<file path="config.mk">
export PLATFORM = sky130hd
export DESIGN_NAME = ustep_indexer
export DESIGN_NICKNAME = d
export VERILOG_FILES = /design/src/rtl/ustep_pkg.sv /design/src/rtl/ustep_sync.sv /design/src/rtl/ustep_edge.sv /design/src/rtl/ustep_phase_lut.sv /design/src/rtl/ustep_decay_pick.sv /design/src/rtl/ustep_indexer.sv
export SDC_FILE = /design/constraint.sdc
export NUM_CORES = 1
export LEC_CHECK = 0
export CORE_MARGIN = 4
export CORE_UTILIZATION = 50
export CTS_CLUSTER_SIZE = 20
export DETAILED_ROUTE_END_ITERATION = 7
export HOLD_SLACK_MARGIN = 0.12
export PLACE_DENSITY = 0.69
export SYNTH_ARGS = -nofsm -noshare
export SYNTH_HDL_FRONTEND = slang
export SYNTH_SLANG_ARGS = --single-unit
</file>
<file path="constraint.sdc">
create_clock -name clk_i -period 10.1 [get_ports clk_i]
set_input_delay 1.01 -clock clk_i [delete_from_list [all_inputs] [get_ports clk_i]]
set_output_delay 1.01 -clock clk_i [all_outputs]
set_load 0.02 [all_outputs]
</file>
<file path="src/rtl/ustep_pkg.sv">
package ustep_pkg;

   localparam int IDX_W     = 5;
   localparam int POSITIONS = 1 << IDX_W;
   localparam int QUAD_PTS  = POSITIONS / 4;
   localparam logic [IDX_W-1:0] HOME_IDX = IDX_W'(QUAD_PTS / 2);

   typedef enum logic [1:0] {
      DECAY_SLOW  = 2'd0,
      DECAY_MIXED = 2'd1,
      DECAY_FAST  = 2'd2
   } decay_e;

   // hundredths of a percent of full trip current at a quadrant offset
   function automatic int unsigned quad_pct(input int unsigned off);
      case (off)
         0:       return 10000;
         1:       return 9808;
         2:       return 9239;
         3:       return 8315;
         4:       return 7071;
         5:       return 5556;
         6:       return 3827;
         7:       return 1951;
         default: return 0;
      endcase
   endfunction

   // rounded magnitude code for a given output width
   function automatic logic [15:0] mag_code(input int unsigned off, input int unsigned w);
      int unsigned full;
      full = (32'd1 << w) - 32'd1;
      return 16'((quad_pct(off) * full + 32'd5000) / 32'd10000);
   endfunction

   function automatic logic [IDX_W-1:0] stride_of(input logic [1:0] res);
      case (res)
         2'b00:   return IDX_W'(8);
         2'b01:   return IDX_W'(4);
         2'b10:   return IDX_W'(2);
         default: return IDX_W'(1);
      endcase
   endfunction

   function automatic decay_e decay_of(input logic [1:0] sel);
      case (sel)
         2'b00:   return DECAY_SLOW;
         2'b10:   return DECAY_FAST;
         default: return DECAY_MIXED;
      endcase
   endfunction

endpackage

</file>
<file path="src/rtl/ustep_sync.sv">
module ustep_sync #(
   parameter int W      = 1,
   parameter int STAGES = 2
) (
   input  logic         clk_i,
   input  logic         rst_n,
   input  logic [W-1:0] d_i,
   output logic [W-1:0] q_o
);

   if (STAGES < 2) begin : g_bad_stages
      $error("ustep_sync: STAGES must be at least 2");
   end

   logic [W-1:0] stg [STAGES];

   for (genvar s = 0; s < STAGES; s++) begin : g_stg
      if (s == 0) begin : g_first
         always_ff @(posedge clk_i or negedge rst_n) begin
            if (!rst_n) stg[s] <= '0;
            else        stg[s] <= d_i;
         end
      end else begin : g_next
         always_ff @(posedge clk_i or negedge rst_n) begin
            if (!rst_n) stg[s] <= '0;
            else        stg[s] <= stg[s-1];
         end
      end
   end

   assign q_o = stg[STAGES-1];

endmodule

</file>
<file path="src/rtl/ustep_edge.sv">
module ustep_edge (
   input  logic clk_i,
   input  logic rst_n,
   input  logic lvl_i,
   output logic rise_o
);

   logic prev_q;

   always_ff @(posedge clk_i or negedge rst_n) begin
      if (!rst_n) prev_q <= 1'b0;
      else        prev_q <= lvl_i;
   end

   assign rise_o = lvl_i & ~prev_q;

endmodule

</file>
<file path="src/rtl/ustep_phase_lut.sv">
module ustep_phase_lut #(
   parameter int MAG_W   = 8,
   parameter bit IS_SINE = 1'b0
) (
   input  logic [ustep_pkg::IDX_W-1:0] idx_i,
   output logic [MAG_W-1:0]            mag_o,
   output logic                        pol_o
);

   localparam int NPTS = ustep_pkg::QUAD_PTS + 1;

   logic [MAG_W-1:0] rom [NPTS];

   for (genvar k = 0; k < NPTS; k++) begin : g_rom
      localparam logic [MAG_W-1:0] CODE = MAG_W'(ustep_pkg::mag_code(k, MAG_W));
      assign rom[k] = CODE;
   end

   logic [1:0] quad;
   logic [2:0] off;
   logic [3:0] sel;

   assign quad = idx_i[4:3];
   assign off  = idx_i[2:0];

   // cosine counts up the table in even quadrants, sine in odd ones
   always_comb begin
      if (quad[0] ^ IS_SINE) sel = 4'd8 - {1'b0, off};
      else                   sel = {1'b0, off};
   end

   assign mag_o = rom[sel];

   if (IS_SINE) begin : g_sin_pol
      assign pol_o = ~quad[1];
   end else begin : g_cos_pol
      assign pol_o = ~(quad[1] ^ quad[0]);
   end

endmodule

</file>
<file path="src/rtl/ustep_decay_pick.sv">
module ustep_decay_pick #(
   parameter int MAG_W = 8
) (
   input  logic [MAG_W-1:0]       old_mag_i,
   input  logic [MAG_W-1:0]       new_mag_i,
   input  logic [1:0]             sel_i,
   output ustep_pkg::decay_e      decay_o
);

   always_comb begin
      if (new_mag_i < old_mag_i) decay_o = ustep_pkg::decay_of(sel_i);
      else                       decay_o = ustep_pkg::DECAY_SLOW;
   end

endmodule

</file>
<file path="src/rtl/ustep_indexer.sv">
module ustep_indexer #(
   parameter int MAG_W       = 8,
   parameter int SYNC_STAGES = 2
) (
   input  logic             clk_i,
   input  logic             rst_n,
   input  logic             step_i,
   input  logic             dir_i,
   input  logic [1:0]       res_sel_i,
   input  logic [1:0]       decay_sel_i,
   input  logic             park_n_i,
   output logic [MAG_W-1:0] mag_a_o,
   output logic [MAG_W-1:0] mag_b_o,
   output logic             pol_a_o,
   output logic             pol_b_o,
   output logic [1:0]       decay_a_o,
   output logic [1:0]       decay_b_o
);
   import ustep_pkg::*;

   localparam int NWIND = 2;
   localparam int SYN_W = 7;
   localparam logic [MAG_W-1:0] HOME_MAG = MAG_W'(mag_code(QUAD_PTS / 2, MAG_W));

   if (MAG_W < 4 || MAG_W > 16) begin : g_bad_mag
      $error("ustep_indexer: MAG_W must lie in 4..16");
   end

   // one shared chain keeps direction and mode aligned with the step edge
   logic [SYN_W-1:0] raw_v, syn_v;
   logic             park_s, step_s, dir_s;
   logic [1:0]       res_s, dsel_s;

   assign raw_v = {park_n_i, step_i, dir_i, res_sel_i, decay_sel_i};

   ustep_sync #(.W(SYN_W), .STAGES(SYNC_STAGES)) u_sync (
      .clk_i (clk_i),
      .rst_n (rst_n),
      .d_i   (raw_v),
      .q_o   (syn_v)
   );

   assign {park_s, step_s, dir_s, res_s, dsel_s} = syn_v;

   logic step_rise, step_go;

   ustep_edge u_edge (
      .clk_i  (clk_i),
      .rst_n  (rst_n),
      .lvl_i  (step_s),
      .rise_o (step_rise)
   );

   assign step_go = step_rise & park_s;

   logic [IDX_W-1:0] idx_q, idx_nxt, stride;

   assign stride  = stride_of(res_s);
   assign idx_nxt = dir_s ? (idx_q + stride) : (idx_q - stride);

   logic [MAG_W-1:0] mag_q   [NWIND];
   logic [MAG_W-1:0] mag_nxt [NWIND];
   logic             pol_nxt [NWIND];
   logic [NWIND-1:0] pol_q;
   decay_e           dec_q   [NWIND];
   decay_e           dec_nxt [NWIND];

   for (genvar w = 0; w < NWIND; w++) begin : g_wind
      ustep_phase_lut #(.MAG_W(MAG_W), .IS_SINE(w == 1)) u_lut (
         .idx_i (idx_nxt),
         .mag_o (mag_nxt[w]),
         .pol_o (pol_nxt[w])
      );

      ustep_decay_pick #(.MAG_W(MAG_W)) u_pick (
         .old_mag_i (mag_q[w]),
         .new_mag_i (mag_nxt[w]),
         .sel_i     (dsel_s),
         .decay_o   (dec_nxt[w])
      );

      always_ff @(posedge clk_i or negedge rst_n) begin
         if (!rst_n) begin
            mag_q[w] <= HOME_MAG;
            pol_q[w] <= 1'b1;
            dec_q[w] <= DECAY_MIXED;
         end else if (!park_s) begin
            mag_q[w] <= HOME_MAG;
            pol_q[w] <= 1'b1;
            dec_q[w] <= DECAY_MIXED;
         end else if (step_go) begin
            mag_q[w] <= mag_nxt[w];
            pol_q[w] <= pol_nxt[w];
            dec_q[w] <= dec_nxt[w];
         end
      end
   end

   always_ff @(posedge clk_i or negedge rst_n) begin
      if (!rst_n)        idx_q <= HOME_IDX;
      else if (!park_s)  idx_q <= HOME_IDX;
      else if (step_go)  idx_q <= idx_nxt;
   end

   assign mag_a_o   = mag_q[0];
   assign mag_b_o   = mag_q[1];
   assign pol_a_o   = pol_q[0];
   assign pol_b_o   = pol_q[1];
   assign decay_a_o = dec_q[0];
   assign decay_b_o = dec_q[1];

endmodule

</file>
==> metrics.md, run 1 <==
| Metric | Value |
|---|---|
| Status | `finished clean` |
| CTS resizes | `0` |
| LEAKAGE | `1.379 nW` |
| Max_slew headroom | `0.3806` |
| Final ANT Viol Nets | `0` |
| GP Congestion | `0.9034` |
| Max H-tree Level | `2` |
| Setup Viol. Count Final | `0` |
| DRC viols | `0` |
| Ys flop type | `dfrtp_1` |
| Pwr Total | `0.5611 mW` |
| Slew Limit Fails | `0` |
| Mapped Nets | `339` |
| Root Buffer | `clkbuf_8` |
| Fin crit share | `0.4726` |
| Most frequent cells in the layout | `37 x nand2_1, 29 x dfrtp_1, 29 x clkdlybuf4s50_1` |
| Fill count | `469` |
| Number of buffers created by CTS | `5` |
| Clock skew | `0.01215 ns` |
| Hold slack | `0.3542 ns` |
| Num ports | `31` |
| Core ar. | `0.005205 mm²` |
| GRT Total Usage | `0.2162` |
| Syn Area/Cell | `8.914 µm²` |
| Critical path capture point type | `flip-flop` |
| Hpwl dp | `4.485 mm` |
| First-pass GRT wire length | `11.08 mm` |
| Crit path DAT | `4.98 ns` |
| Reg power frac | `0.343` |
| Via/cell ratio | `5.676` |
| Combinational power share | `0.440` |
| Total wire length | `6.365 mm` |
| # hold bufs at CTS | `0` |
| Initial Utilization | `0.5240` |
| DRT iter0 DRCs | `218` |
| Min Tclk post-route | `4.774 ns` |
| Fin nets | `363` |
| Post-Syn Area | `0.002728 mm²` |
| Die height | `81.86 µm` |
| Number of global-route vias before repair | `2272` |
| Layout cells sized above 1 | `0.1027` |
| Worst min-delay path category | `reg2reg` |
| CTS tree | `built` |
| Routed vias | `2276` |
| Antenna diode count | `0` |
| Clock transition at the registers of the reported paths | `0.09 ns` |
| Std-Cell Rows | `26` |
| Switching power | `0.2205 mW` |
| Setup TNS | `0 ns` |
| Sw Share | `0.3930` |
| Routed length per instance | `15.87 µm` |
| P per Cell Area | `177.8 mW/mm²` |
| Clock sinks | `42` |
| Final hold vios | `0` |
| Clk buf depth | `2` |
| Postcts setup bufs | `0` |
| I/O Buffers | `30` |
| Post-synth EDFFs | `0` |
| RSZ-0062 raised after global routing | `false` |
| Multi-input logic area | `0.001494 mm²` |
| Worst-Skew Late Latency | `0.31 ns` |
| Sequential share of the synthesized area | `0.3913` |
| Startpoint types | `flip-flop` |
| 1st-pass router iterations | `4` |
| Synth Register Bits | `42` |
| Synth-to-layout area growth | `15.69%` |
| Gate Count Post-Synth | `306` |
| Max cap viols | `0` |
| Max IR drop VDD | `0.08638 mV` |
| Post-synth ARST share | `1.000` |
| Die area | `0.006701 mm²` |
| Most common cell after layout, fill and taps aside | `nand2_1` |
| Internal | `0.3406 mW` |
| Count of cell types in the netlist | `56` |
| Global route total overflow | `0` |
| Footprint of the flip-flops and latches | `0.001067 mm²` |
| Clock power share | `0.217` |
| Syn. warnings | `0` |
| Initial antenna violation count | `0` |
| Pin count of the biggest net entering global routing | `43` |
| Critical path required time | `10.31 ns` |
| Fmax | `209.5 MHz` |
| Worst-margin pin slew | `0.9291 ns` |
| Critical path class | `reg2reg` |
| Maximum fanout along the worst path | `14` |
| Die X-Extent | `81.86 µm` |
-- through the flow --
stage	setup WS (ns)	cell area (µm²)	util	std cells
finish	5.326	3156	0.6063	401
global route	4.884	3156	0.6063	401
CTS	5.367	3156	0.6063	401
detailed placement	5.391	3057	0.5873	393
global placement	5.495	3057	0.5873	393
floorplan	6.135	2728	-	306
-- final cells by class --
cell class	instances	area share
clock buffers	6	0.02617
clock inverters	2	0.005155
inverters	24	0.02855
multi-input cells	224	0.4734
flip-flops and latches	42	0.3382
well taps	70	0.02776
repair buffers	33	0.1007
-- flip-flops by register name (all words and copies together) (netlist names) --
signal	count
mag_a_o	8
mag_b_o	8
u_sync.q_o	7
u_sync.stg	7
idx_q	5
decay_a_o	2
decay_b_o	2
pol_a_o	1
pol_b_o	1
u_edge.prev_q	1
-- synth_stat cells (4+ instances only) --
master	count	area (µm²)
o21ai_0	23	115.1
mux2i_1	5	50.05
nand2b_1	4	25.02
nand3_1	5	25.02
a21oi_1	26	130.1
dfstp_2	13	341.6
inv_1	23	86.33
nand2_1	37	138.9
nor2_1	22	82.58
buf_2	4	20.02
and2_1	4	25.02
or3_1	4	25.02
a31oi_1	6	37.54
dfrtp_1	29	725.7
o22ai_1	4	25.02
clkbuf_1	9	33.78
nor3_1	6	30.03
ha_1	23	287.8
-- final timing paths --
| check | from | to | slack (ns) | cells after the start |
|---|---|---|---|---|
| worst max-delay path | u_sync.q_o[3] | decay_b_o[1] | 5.33 | 17 |
| worst min-delay path | u_sync.stg[9] | u_sync.q_o[2] | 0.35 | 0 |
| worst max register to register | u_sync.q_o[3] | decay_b_o[1] | 5.33 | 17 |
| worst min register to register | u_sync.stg[9] | u_sync.q_o[2] | 0.35 | 0 |
| max in group asynchronous | rst_n | mag_b_o[1] | 8.68 | 1 |
| min in group asynchronous | rst_n | mag_b_o[6] | 0.83 | 1 |
-- worst max-delay path, cell delays in order, from the launching register on --
cell and delay [ns]:
dfrtp_1 0.39, and2_1 0.14, ha_1 0.17, inv_1 0.07, fa_1 0.82, ha_1 0.43
o21ai_0 0.17, o21ai_0 0.19, ha_1 0.25, o41ai_1 0.42, or2_2 0.18, ha_1 0.23
a21oi_1 0.14, o21ai_0 0.19, or3_1 0.41, o22ai_1 0.16, a21oi_1 0.09, o21ai_0 0.24
-- power groups by stage --
stage	registers, mW	clock network, mW	logic, mW
after floorplan	0.204	0	0.172
after global placement	0.195	0	0.240
after detailed placement	0.196	0	0.245
after CTS	0.193	0.125	0.246
after global routing	0.195	0.133	0.279
final	0.192	0.122	0.247
-- kinds of logic after synthesis --
group	synth area share
fa+ha+maj	0.1128
xor+xnor	0.02477
flops	0.3913
mux	0.03899
simple gates	0.1564
compound gates	0.2147
buf+inv	0.06101
-- routing by layer --
layer,vias up,GRT usage,routed length [µm]
met3,9,0.04715,484
met2,76,0.3271,2771
met5,-,0,0
met1,1063,0.3064,3015
met4,0,0.06977,94
li1,1128,-,-
No activity file was read; power rests on OpenSTA's default activity.
==> inputs of run 2 (changes only) <==
- PLACE_DENSITY: 0.69 -> 0.72
- clock period: 10.1 -> 3.85 ns (I/O delays scaled with it)
==> metrics.md, run 2 (synthesis results as in run 1) <==
| Metric | Value |
|---|---|
| Status | `finished clean (unchanged)` |
| Fin crit share | `0.9809 (was 0.4726)` |
| Slew Limit Fails | `0 (unchanged)` |
| Max IR drop VDD | `0.2254 mV (was 0.08638 mV)` |
| CTS tree | `built (unchanged)` |
| Fin nets | `394 (was 363)` |
| Number of buffers created by CTS | `5 (unchanged)` |
| Initial Utilization | `0.5240 (unchanged)` |
| Setup crit end | `decay_a_o[1] (was decay_b_o[1])` |
| Worst-Skew Late Latency | `0.30 ns (was 0.31 ns)` |
| Clock sinks | `42 (unchanged)` |
| Final ANT Viol Nets | `0 (unchanged)` |
| 1st-pass router iterations | `4 (unchanged)` |
| I/O Buffers | `30 (unchanged)` |
| Sw Share | `0.3671 (was 0.3930)` |
| Worst-margin pin slew | `0.9236 ns (was 0.9291 ns)` |
| Switching power | `0.6395 mW (was 0.2205 mW)` |
| Die area | `0.006701 mm² (unchanged)` |
| Number of global-route vias before repair | `2345 (was 2272)` |
| Critical path required time | `4.03 ns (was 10.31 ns)` |
| Footprint of the flip-flops and latches | `0.001067 mm² (unchanged)` |
| GP Congestion | `0.9125 (was 0.9034)` |
| Maximum fanout along the worst path | `4 (was 14)` |
| Clock transition at the registers of the reported paths | `0.09 ns (about the same)` |
| DRT iter0 DRCs | `189 (was 218)` |
| Initial antenna violation count | `0 (unchanged)` |
| Pwr Total | `1.742 mW (was 0.5611 mW)` |
| Most frequent cells in the layout | `37 x nand2_1, 33 x buf_4, 29 x dfrtp_1, 29 x clkdlybuf4s50_1, 23 x a21oi_1 (was 37 x nand2_1, 29 x dfrtp_1, 29 x clkdlybuf4s50_1)` |
| Critical Path Source | `u_sync.q_o[3] (unchanged)` |
| Final hold vios | `0 (unchanged)` |
| Die height | `81.86 µm (unchanged)` |
| Fmax | `264.8 MHz (was 209.5 MHz)` |
| CP max stage delay | `0.46 ns (was 0.82 ns)` |
| Multi-input logic area | `0.001677 mm² (was 0.001494 mm²)` |
| Max cap viols | `0 (unchanged)` |
| Routed length per instance | `16.46 µm (was 15.87 µm)` |
| Std-Cell Rows | `26 (unchanged)` |
| Clock skew | `0.009573 ns (was 0.01215 ns)` |
| Startpoint types | `flip-flop (unchanged)` |
| R2R Setup Slk | `0.07 ns (was 5.33 ns)` |
| Antenna diode count | `0 (unchanged)` |
| Hpwl dp | `4.917 mm (was 4.485 mm)` |
| Critical path class | `reg2reg (unchanged)` |
| Root Buffer | `clkbuf_8 (unchanged)` |
| Post-layout util | `0.6918 (was 0.6063)` |
| Pin count of the biggest net entering global routing | `43 (unchanged)` |
| Reg2reg start | `u_sync.q_o[3] (unchanged)` |
| Routed vias | `2436 (was 2276)` |
| P per Cell Area | `483.8 mW/mm² (was 177.8 mW/mm²)` |
| DRC viols | `0 (unchanged)` |
| Total wire length | `7.110 mm (was 6.365 mm)` |
| Num ports | `31 (unchanged)` |
| Fill count | `425 (was 469)` |
| # hold bufs at CTS | `0 (unchanged)` |
| Capturing point of the worst reg2reg path | `decay_a_o[1] (was decay_b_o[1])` |
| Critical path capture point type | `flip-flop (unchanged)` |
| Clock power share | `0.210 (was 0.217)` |
| Core ar. | `0.005205 mm² (unchanged)` |
| Setup TNS | `0 ns (unchanged)` |
| R2R cell count | `18 (was 17)` |
| Reg power frac | `0.290 (was 0.343)` |
| Die X-Extent | `81.86 µm (unchanged)` |
| Critical path buffer and inverter count | `2 (was 1)` |
| Max_slew headroom | `0.3843 (was 0.3806)` |
| Worst min-delay path category | `in2async (was reg2reg)` |
| Via/cell ratio | `5.639 (was 5.676)` |
| Max H-tree Level | `2 (unchanged)` |
| LEAKAGE | `1.562 nW (was 1.379 nW)` |
| Setup Viol. Count Final | `0 (unchanged)` |
| First-pass GRT wire length | `11.27 mm (was 11.08 mm)` |
| Global route total overflow | `0 (unchanged)` |
| Critical path depth in cells | `18 (was 17)` |
| Combinational power share | `0.500 (was 0.440)` |
| Crit path DAT | `3.95 ns (was 4.98 ns)` |
| Clk buf depth | `2 (unchanged)` |
| GRT Total Usage | `0.2223 (was 0.2162)` |
| Min Tclk post-route | `3.777 ns (was 4.774 ns)` |
| CP Cell Sequence | `and2_4 -> ha_2 -> inv_1 -> fa_2 -> ha_4 -> inv_2 -> mux2i_4 -> ha_4 -> nor2_1 -> o21ai_2 -> nand2_1 -> ha_1 -> nand4_1 -> a21oi_2 -> nor2_1 -> or3_1 -> o22ai_2 -> o21ai_1 (was and2_1 -> ha_1 -> inv_1 -> fa_1 -> ha_1 -> o21ai_0 -> o21ai_0 -> ha_1 -> o41ai_1 -> or2_2 -> ha_1 -> a21oi_1 -> o21ai_0 -> or3_1 -> o22ai_1 -> a21oi_1 -> o21ai_0)` |
| Most common cell after layout, fill and taps aside | `nand2_1 (unchanged)` |
| Layout cells sized above 1 | `0.2514 (was 0.1027)` |
| Synth-to-layout area growth | `32.02% (was 15.69%)` |
| CP max stage cell | `fa_2 (was fa_1)` |
| Kind of cell adding the most delay to the critical path | `adder cells (unchanged)` |
| Internal | `1.103 mW (was 0.3406 mW)` |
-- run 2: layer usage --
metal / vias to the layer above / track usage / routed length, µm
met5: - / 0 / 0
met4: 0 / 0.06977 / 71
met3: 8 / 0.03728 / 310
met2: 59 / 0.3465 / 3406
met1: 1175 / 0.3148 / 3322
li1: 1194 / - / -
-- run 2: cell type report --
class | instances | share of cell area
Timing Repair Buffer | 64 | 0.1564
Inverter | 24 | 0.02502
Multi-Input combinational cell | 224 | 0.4656
Clock inverter | 1 | 0.008339
Clock buffer | 7 | 0.02398
Tap cell | 70 | 0.02432
Sequential cell | 42 | 0.2964
-- run 2: worst min path at each step --
stage	startpoint	endpoint	slack (ns)	depth (start not counted)
floorplan	rst_n	decay_a_o[1]	0.09	0
global placement	u_sync.stg[8]	u_sync.q_o[1]	0.33	0
detailed placement	u_sync.stg[9]	u_sync.q_o[2]	0.34	0
CTS	rst_n	u_edge.prev_q	0.26	1
global route	rst_n	mag_a_o[3]	0.29	1
finish	rst_n	mag_a_o[3]	0.22	1
-- run 2: what timing repair did --
item,CTS,global route
endpoints found under the setup margin,4,4
pin swaps,9,19
gates resized for setup,13,29
buffers inserted,1,3
-- run 2: power groups by stage --
stage	clock [mW]	sequential (mW)	combinational [mW]
2_1_floorplan	0	0.535	0.456
3_3_place_gp	0	0.512	0.740
3_5_place_dp	0	0.512	0.749
4_1_cts	0.369	0.505	0.791
5_1_grt	0.388	0.510	0.963
6_report	0.366	0.505	0.871
-- run 2: through the flow --
stage	area (µm²)	cells	setup WS, ns	hold WS [ns]
after floorplan	2741	306	0.005028	0.08941
after global placement	3282	420	-0.1169	0.3349
after detailed placement	3282	420	-0.1635	0.3373
after CTS	3451	429	0.02919	0.2595
after global routing	3601	432	-0.07642	0.2945
final	3601	432	0.07341	0.2222
==> inputs of run 3 (changes only) <==
- CELL_PAD_IN_SITES_DETAIL_PLACEMENT: default -> 0
- CELL_PAD_IN_SITES_GLOBAL_PLACEMENT: default -> 1
- CORE_UTILIZATION: 50 -> 39
- PLACE_DENSITY: 0.72 -> 0.73
==> metrics.md, run 3 (synthesis results as in run 1) <==
| Metric | Value |
|---|---|
| CP max stage cell | `dfrtp_1 (was fa_2)` |
| Status | `finished clean (unchanged)` |
| Capturing point of the worst reg2reg path | `decay_a_o[1] (unchanged)` |
| First-pass GRT wire length | `11.66 mm (was 11.27 mm)` |
| Num ports | `31 (unchanged)` |
| CTS tree | `built (unchanged)` |
| Number of buffers created by CTS | `5 (unchanged)` |
| Fmax | `270.6 MHz (was 264.8 MHz)` |
| Kind of cell adding the most delay to the critical path | `compound AO/OA/AOI/OAI gates (was adder cells)` |
| Final hold vios | `0 (unchanged)` |
| Hpwl dp | `4.947 mm (was 4.917 mm)` |
| Fin crit share | `0.9599 (was 0.9809)` |
| Clk buf depth | `2 (unchanged)` |
| Synth-to-layout area growth | `30.41% (was 32.02%)` |
| Critical path buffer and inverter count | `2 (unchanged)` |
| Worst-margin pin slew | `0.9630 ns (was 0.9236 ns)` |
| Antenna diode count | `0 (unchanged)` |
| Root Buffer | `clkbuf_8 (unchanged)` |
| Worst-Skew Late Latency | `0.30 ns (about the same)` |
| Number of global-route vias before repair | `2314 (was 2345)` |
| 1st-pass router iterations | `5 (was 4)` |
| Setup WS post-layout | `0.1546 ns (was 0.07341 ns)` |
| Final ANT Viol Nets | `0 (unchanged)` |
| Critical path class | `reg2reg (unchanged)` |
| Slew Limit Fails | `0 (unchanged)` |
| CP max stage delay | `0.40 ns (was 0.46 ns)` |
| Routed vias | `2380 (was 2436)` |
| Max_slew headroom | `0.3580 (was 0.3843)` |
| Std-Cell Rows | `30 (was 26)` |
| Startpoint types | `flip-flop (unchanged)` |
| CP Cell Sequence | `buf_4 -> mux2i_1 -> ha_2 -> a211oi_2 -> buf_4 -> o21ba_2 -> or2_4 -> mux2i_4 -> ha_4 -> o21ai_0 -> nand2_1 -> o32a_1 -> ha_4 -> nand4_1 -> a21oi_2 -> nor2_1 -> or3_1 -> o22ai_2 -> o21ai_1 (was and2_4 -> ha_2 -> inv_1 -> fa_2 -> ha_4 -> inv_2 -> mux2i_4 -> ha_4 -> nor2_1 -> o21ai_2 -> nand2_1 -> ha_1 -> nand4_1 -> a21oi_2 -> nor2_1 -> or3_1 -> o22ai_2 -> o21ai_1)` |
| Total wire length | `7.222 mm (was 7.110 mm)` |
| Setup Viol. Count Final | `0 (unchanged)` |
| Reg2reg start | `u_sync.q_o[3] (unchanged)` |
| Routed length per instance | `15.84 µm (was 16.46 µm)` |
| Max IR drop VDD | `0.2469 mV (was 0.2254 mV)` |
| Hold slack | `0.2268 ns (was 0.2222 ns)` |
| Crit path DAT | `3.88 ns (was 3.95 ns)` |
| Worst min-delay path category | `in2async (unchanged)` |
| Max cap viols | `0 (unchanged)` |
| R2R Setup Slk | `0.15 ns (was 0.07 ns)` |
| Layout cells sized above 1 | `0.2417 (was 0.2514)` |
| LEAKAGE | `1.546 nW (was 1.562 nW)` |
| DRT iter0 DRCs | `139 (was 189)` |
| Pre-CTS setup slack | `-0.1483 ns (was -0.1635 ns)` |
| Pin count of the biggest net entering global routing | `43 (unchanged)` |
| Fill count | `645 (was 425)` |
| Critical path capture point type | `flip-flop (unchanged)` |
| DRC viols | `0 (unchanged)` |
| Max H-tree Level | `2 (unchanged)` |
| Initial antenna violation count | `0 (unchanged)` |
| Fin nets | `392 (was 394)` |
| Setup crit end | `decay_a_o[1] (unchanged)` |
| Die X-Extent | `91.63 µm (was 81.86 µm)` |
| Die area | `0.008396 mm² (was 0.006701 mm²)` |
| Die height | `91.63 µm (was 81.86 µm)` |
| I/O Buffers | `30 (unchanged)` |
| Clock sinks | `42 (unchanged)` |
| Critical path required time | `4.04 ns (was 4.03 ns)` |
| Initial Utilization | `0.4015 (was 0.5240)` |
| Via/cell ratio | `5.219 (was 5.639)` |
| Maximum fanout along the worst path | `4 (unchanged)` |
| GP Congestion | `0.8382 (was 0.9125)` |
| # hold bufs at CTS | `0 (unchanged)` |
| Clock transition at the registers of the reported paths | `0.09 ns (about the same)` |
| Clock skew | `0.007007 ns (was 0.009573 ns)` |
| Critical path depth in cells | `19 (was 18)` |
| GRT Total Usage | `0.1732 (was 0.2223)` |
| Core ar. | `0.006794 mm² (was 0.005205 mm²)` |
| P per Cell Area | `463.9 mW/mm² (was 483.8 mW/mm²)` |
| Most common cell after layout, fill and taps aside | `nand2_1 (unchanged)` |
| Global route total overflow | `0 (unchanged)` |
| RSZ-0062 raised after global routing | `true` |
| Min Tclk post-route | `3.695 ns (was 3.777 ns)` |
| R2R cell count | `19 (was 18)` |
| Most frequent cells in the layout | `37 x nand2_1, 32 x buf_4, 29 x dfrtp_1, 29 x clkdlybuf4s50_1, 23 x a21oi_1 (was 37 x nand2_1, 33 x buf_4, 29 x dfrtp_1, 29 x clkdlybuf4s50_1, 23 x a21oi_1)` |
| Critical Path Source | `u_sync.q_o[3] (unchanged)` |
run 3: layer usage:
layer  up-vias  wire, µm  GRT usage
met5         -         0          0
met4         0        60    0.03643
met3         8       314    0.02789
met2        56      3519     0.2855
met1      1127      3328     0.2399
li1       1189         -          -
run 3: what timing repair did:
item	4_1_cts	5_1_grt
endpoints found under the setup margin	3	4
setup buffers	1	2
pin swaps	7	5
gates cloned	0	0
resized for setup	8	28
run 3: how the worst min path moves through the flow:
stage	from	to	slack, ns
3_3_place_gp	u_sync.stg[11]	u_sync.q_o[4]	0.33
3_5_place_dp	u_sync.stg[8]	u_sync.q_o[1]	0.34
2_1_floorplan	rst_n	decay_a_o[1]	0.09
4_1_cts	rst_n	mag_b_o[6]	0.26
6_report	rst_n	mag_b_o[6]	0.23
5_1_grt	rst_n	mag_b_o[6]	0.29
run 3: per-stage QoR:
| stage | instances | TNS [ns] | power [mW] | utilization | cell area (µm²) |
|---|---|---|---|---|---|
| global route | 456 | -0.03097 | 1.773 | 0.5236 | 3557 |
| CTS | 454 | 0 | 1.572 | 0.5028 | 3416 |
| detailed placement | 445 | -0.3092 | 1.238 | 0.4853 | 3297 |
| floorplan | 306 | 0 | 0.9910 | - | 2741 |
| finish | 456 | 0 | 1.650 | 0.5236 | 3557 |
| global placement | 445 | -0.1640 | 1.239 | 0.4853 | 3297 |
run 3: layout make-up:
class | instances | area (µm²) | area share
Tap cell | 96 | 120.1 | 0.03377
Sequential cell | 42 | 1067 | 0.3000
Timing Repair Buffer | 62 | 535.5 | 0.1505
Multi-Input combinational cell | 224 | 1649 | 0.4636
Inverter | 24 | 90.09 | 0.02533
Clock inverter | 2 | 12.51 | 0.003517
Clock buffer | 6 | 82.58 | 0.02321
run 3: power breakdown:
part	switching [mW]	total (mW)	internal (mW)	leakage [nW]
logic	0.445	0.831	0.387	0.998
clock network	0.169	0.314	0.145	0.0472
registers	0.0223	0.505	0.483	0.501
run 3: worst register-to-register path, delay by kind of cell, from the launching register on:
| kind | cells | cell delay, ns |
|---|---|---|
| compound gates | 7 | 0.99 |
| simple gates | 5 | 0.84 |
| fa+ha+maj | 3 | 0.71 |
| flops | 1 | 0.40 |
| mux | 2 | 0.36 |
| buf+inv | 2 | 0.28 |
